$ cat src/rtl/mask_interlock_pkg.sv
package mask_interlock_pkg;
  typedef enum logic [1:0] {
    OP_NOP   = 2'd0,
    OP_VALU  = 2'd1,
    OP_SALU  = 2'd2,
    OP_OTHER = 2'd3
  } op_kind_e;

  typedef struct packed {
    logic     valid;
    op_kind_e kind;
    logic     wr_mask;
    logic     rd_mask;
  } inst_desc_t;
endpackage

$ cat src/rtl/slot_phase_timer.sv
module slot_phase_timer #(
  parameter int SLOT_CYCLES = 4,
  localparam int PhW = (SLOT_CYCLES > 1) ? $clog2(SLOT_CYCLES) : 1
) (
  input  logic           clk_i,
  input  logic           rst_ni,
  output logic [PhW-1:0] phase_o,
  output logic           slot_start_o
);
  localparam logic [PhW-1:0] PhLast = PhW'(SLOT_CYCLES - 1);

  logic [PhW-1:0] phase_q;

  always_ff @(posedge clk_i or negedge rst_ni) begin
    if (!rst_ni)               phase_q <= '0;
    else if (phase_q == PhLast) phase_q <= '0;
    else                       phase_q <= phase_q + 1'b1;
  end

  assign phase_o      = phase_q;
  assign slot_start_o = (phase_q == '0);

  p_phase_wrap_r2: assert property (@(posedge clk_i) disable iff (!rst_ni)
    (phase_q == PhLast) |=> (phase_q == '0));
  p_phase_step_r2: assert property (@(posedge clk_i) disable iff (!rst_ni)
    (phase_q != PhLast) |=> (phase_q == $past(phase_q) + 1'b1));
endmodule

$ cat src/rtl/mask_hazard_tracker.sv
module mask_hazard_tracker
  import mask_interlock_pkg::*;
(
  input  logic       clk_i,
  input  logic       rst_ni,
  input  logic       slot_start_i,
  input  inst_desc_t desc_i,
  input  logic       issue_i,
  output logic       stall_o,
  output logic       vprod_o
);
  logic vprod_q;

  // Record survives exactly one slot; any non-producing slot clears it
  always_ff @(posedge clk_i or negedge rst_ni) begin
    if (!rst_ni)           vprod_q <= 1'b0;
    else if (slot_start_i) vprod_q <= issue_i && (desc_i.kind == OP_VALU) && desc_i.wr_mask;
  end

  assign stall_o = slot_start_i && desc_i.valid && vprod_q
                && (desc_i.kind == OP_SALU) && desc_i.rd_mask;
  assign vprod_o = vprod_q;

  p_single_bubble_r5: assert property (@(posedge clk_i) disable iff (!rst_ni)
    stall_o |=> !vprod_q);
  p_prod_record_r4: assert property (@(posedge clk_i) disable iff (!rst_ni)
    (slot_start_i && issue_i && desc_i.kind == OP_VALU && desc_i.wr_mask) |=> vprod_q);
  p_no_record_r6: assert property (@(posedge clk_i) disable iff (!rst_ni)
    (slot_start_i && !(issue_i && desc_i.kind == OP_VALU && desc_i.wr_mask)) |=> !vprod_q);
endmodule

$ cat src/rtl/mask_interlock.sv
module mask_interlock
  import mask_interlock_pkg::*;
#(
  parameter int WAVE_SIZE = 64,
  parameter int LANES     = 16,
  localparam int SlotCycles = WAVE_SIZE / LANES,
  localparam int PhW        = (SlotCycles > 1) ? $clog2(SlotCycles) : 1
) (
  input  logic           clk_i,
  input  logic           rst_ni,
  input  logic           inst_valid_i,
  input  logic [1:0]     inst_kind_i,
  input  logic           inst_wr_mask_i,
  input  logic           inst_rd_mask_i,
  output logic           issue_o,
  output logic           stall_o,
  output logic [PhW-1:0] lane_quarter_o
);
  inst_desc_t desc;
  logic       slot_start;
  logic       stall;
  logic       vprod;

  assign desc.valid   = inst_valid_i;
  assign desc.kind    = op_kind_e'(inst_kind_i);
  assign desc.wr_mask = inst_wr_mask_i;
  assign desc.rd_mask = inst_rd_mask_i;

  slot_phase_timer #(.SLOT_CYCLES(SlotCycles)) u_timer (
    .clk_i        (clk_i),
    .rst_ni       (rst_ni),
    .phase_o      (lane_quarter_o),
    .slot_start_o (slot_start)
  );

  mask_hazard_tracker u_tracker (
    .clk_i        (clk_i),
    .rst_ni       (rst_ni),
    .slot_start_i (slot_start),
    .desc_i       (desc),
    .issue_i      (issue_o),
    .stall_o      (stall),
    .vprod_o      (vprod)
  );

  assign issue_o = slot_start && inst_valid_i && !stall;
  assign stall_o = stall;

  p_issue_at_slot_r3: assert property (@(posedge clk_i) disable iff (!rst_ni)
    issue_o |-> (lane_quarter_o == '0));
  p_stall_excl_r5: assert property (@(posedge clk_i) disable iff (!rst_ni)
    stall_o |-> (!issue_o && lane_quarter_o == '0 && vprod));
  p_salu_free_r10: assert property (@(posedge clk_i) disable iff (!rst_ni)
    (inst_kind_i != 2'd2 || !inst_rd_mask_i) |-> !stall_o);
endmodule

$ cat config.mk
export PLATFORM = sky130hd
export DESIGN_NAME = mask_interlock
export DESIGN_NICKNAME = d
export VERILOG_FILES = /design/src/rtl/mask_interlock_pkg.sv /design/src/rtl/slot_phase_timer.sv /design/src/rtl/mask_hazard_tracker.sv /design/src/rtl/mask_interlock.sv
export SDC_FILE = /design/constraint.sdc
export NUM_CORES = 1
export LEC_CHECK = 0
export ABC_AREA = 1
export CORE_AREA = 2 2 39 41
export DETAILED_ROUTE_END_ITERATION = 7
export DIE_AREA = 0 0 41 43
export GPL_TIMING_DRIVEN = 0
export PLACE_DENSITY = 0.35
export SLEW_MARGIN = 30
export SYNTH_ARGS = -nofsm -noshare
export SYNTH_HDL_FRONTEND = slang
export SYNTH_SLANG_ARGS = --single-unit
$ cat constraint.sdc
create_clock -name clk_i -period 1.4 [get_ports clk_i]
set_input_delay 0.42 -clock clk_i [delete_from_list [all_inputs] [get_ports clk_i]]
set_output_delay 0.42 -clock clk_i [all_outputs]
set_load 0.05 [all_outputs]
==> results.cfg <==
[final_layout]
num-fill-cells = 153
drive_gt1_share_pct = 56.76
fin_util_pct = 26.94
diodes = 0
layoutNonFillerInstCount = 53
fin_nets = 47
area_growth_syn_to_layout_pct = 114.4

[run_status]
status = finished, violations left
violations = negative setup slack

[timing]
layout_min_cycle_time_ns = 1.663
tightest_slew_ns = 0.1389
setup_viol = 2
finalCritPeriodShare_pct = 118.8
max_slew_margin_pct = 90.71
skew_ns = 0.005592
max_freq_mhz = 601.2
fin_ws_ns = -0.2634
rsz0062_at_grt = yes
slew_violations = 0
hold_violations = 0

[clock_tree]
numCtsBuffers = 3
clockBufferDepth = 2
cts_tree = yes
clkLatencyLatePin_ns = 0.23
cts.sinks = 3
hold_buffers = 0
clk_pin_slew_ns = 0.04
cts_root_buffer = clkbuf_4
cts_htree_levels = 1

[worst_setup_path]
critPathMaxFanout = 3
path_class = register to output pin
cp_slowest_cell = dfrtp_2
worstPathArrival_ns = 1.24
cpPeakStageDelay_ns = 0.39
cp.required_ns = 0.98
reg2reg_depth = 4
crit_chain = inv_2 > ha_4 > nand2_4 > nor3b_4 > buf_6
crit_path_end_kind = output pin
start_kind = register

[yosys]
yosys_warnings = 0
synth_area_per_cell_um2 = 8.696
synth_cells = 20
ys_seq_area_share_pct = 43.17
synth-seq-cells = 3
syn-num-nets = 29
yosysUniqueCellTypes = 10
synthesis.area_um2 = 173.9

[power_and_ir_drop]
p_switching_mw = 0.05299
p_int_mw = 0.2085
leakage_nw = 0.2047
power.density_nw_per_um2 = 701.2
p_seq_share_pct = 33.8
p_comb_share_pct = 8.9
p_clk_share_pct = 57.3
irDropWorstVdd_mv = 0.3722
p_sw_share_pct = 20.27

[floorplan]
die_w_um = 41
coreArea_um2 = 1384
start_util_pct = 12.57
dieArea_um2 = 1763
row_count = 14
io-pin-count = 11
fp.dieH_um = 43

[placed_design]
io_buffers = 10
dp.final_hpwl_um = 349.2
post-place-ws_ns = -1.078
place_inst = 46
gp_congestion = 0.5047

[drt]
ant_nets = 0
routed_wl_um = 432
firstDrtPassIters = 4
vias = 180
drc = 0
drt_iter0_markers = 1
vias_per_cell = 3.396
wl_per_cell_um = 8.151

[global_routing]
grt_pass1_vias = 185
grt-ovfl-total = 0
grt_max_degree = 4
grt_pass1_wl_um = 724
grt_use_total_pct = 6.439
antenna_found_initial = 0

[job]
cap_violations = 0

[min_path]
hold_path.class = input port to asynchronous set/reset pin
==> Yosys cell counts (all sizes together) <==
library cell,number,share of area [%]
inv,6,13
nand2,4,10
dfrtp,3,43
ha,2,14
nor2,2,5.8
a21oi,1,2.9
nand4,1,3.6
nor3b,1,7.2
==> cell families after synthesis <==
| group | after synthesis | share of synthesized area [%] |
|---|---|---|
| and+or+nand+nor | 8 | 26.62 |
| adders and majority gates | 2 | 14.39 |
| AOI/OAI and AO/OA | 1 | 2.875 |
| buffers and inverters | 6 | 12.95 |
| DFF | 3 | 43.16 |
==> layout make-up <==
cell class,instances,area [µm²],area share [%]
Sequential cell,3,77.57,20.81
Clock buffer,4,26.28,7.047
Multi-Input combinational cell,11,111.4,29.87
Timing Repair Buffer,13,115.1,30.87
Inverter,6,22.52,6.040
Tap cell,16,20.02,5.369
==> power by group through the flow <==
stage,Sequential (mW),Combinational [mW],Clock (mW)
finish,0.0885,0.0232,0.150
global placement,0.0894,0.0252,0
detailed placement,0.0894,0.0250,0
CTS,0.0884,0.0236,0.162
global route,0.0885,0.0256,0.164
floorplan,0.0893,0.00504,0
==> per-layer routing <==
layer / GRT usage (%) / routed length [µm] / up-vias
li1: - / - / 94
met1: 6.796 / 153 / 75
met2: 9.063 / 199 / 11
met3: 2.618 / 78 / 0
met4: 6.000 / 0 / 0
met5: 0 / 0 / -
==> cell usage in the layout (no fill, tap or decap) <==
cell             instances
nor3b_4                  1
buf_4                    5
dlygate4sd2_1            4
dfrtp_1                  1
clkbuf_1                 1
nand2_1                  2
nand4_1                  1
dfrtp_2                  2
nand2_4                  1
ha_1                     1
inv_2                    3
nor2_1                   1
ha_4                     1
a21oi_2                  1
clkbuf_4                 3
nand2_2                  1
inv_1                    3
nor2_4                   1
clkdlybuf4s50_1          2
buf_6                    2
==> metrics by stage <==
step / cell area [µm²] / hold slack (ns) / total power [mW] / setup TNS [ns]
after floorplan: 203.9 / 0.1244 / 0.09433 / -0.5823
after global placement: 324.1 / 0.4620 / 0.1145 / -2.426
after detailed placement: 324.1 / 0.4715 / 0.1144 / -2.437
after CTS: 367.9 / 0.3618 / 0.2735 / -0.5310
after global routing: 372.9 / 0.3764 / 0.2779 / -0.6138
final: 372.9 / 0.3692 / 0.2615 / -0.4669
==> state kept, by name, summed over array words and instances (netlist names) <==
| name | flops |
|---|---|
| u_tracker.vprod_o | 1 |
| u_timer.phase_o | 2 |
==> worst paths after layout <==
check / startpoint / endpoint / slack, ns
worst min-delay path: rst_ni / u_tracker.vprod_o / 0.37
worst min register to register: u_tracker.vprod_o / u_tracker.vprod_o / 0.51
min in group clk_i: u_tracker.vprod_o / u_tracker.vprod_o / 0.51
worst max register to register: u_timer.phase_o[0] / u_timer.phase_o[0] / 0.42
max in group asynchronous: rst_ni / u_timer.phase_o[1] / 0.87
worst max-delay path: u_timer.phase_o[0] / stall_o / -0.26
==> worst max-delay path: cells and delay by family, from the launching register on <==
kind | cells | cell delay, ns
adders and majority gates | 1 | 0.14
and+or+nand+nor | 2 | 0.23
buffers and inverters | 2 | 0.25
DFF | 1 | 0.39
==> timing repair <==
action	in CTS	in global routing
endpoints found under the setup margin	4	4
hold endpoints to repair	0	0
pin swaps	3	2
gates resized for setup	31	4
buffers inserted	3	0
Note: power is estimated with default switching activity, not from simulation.
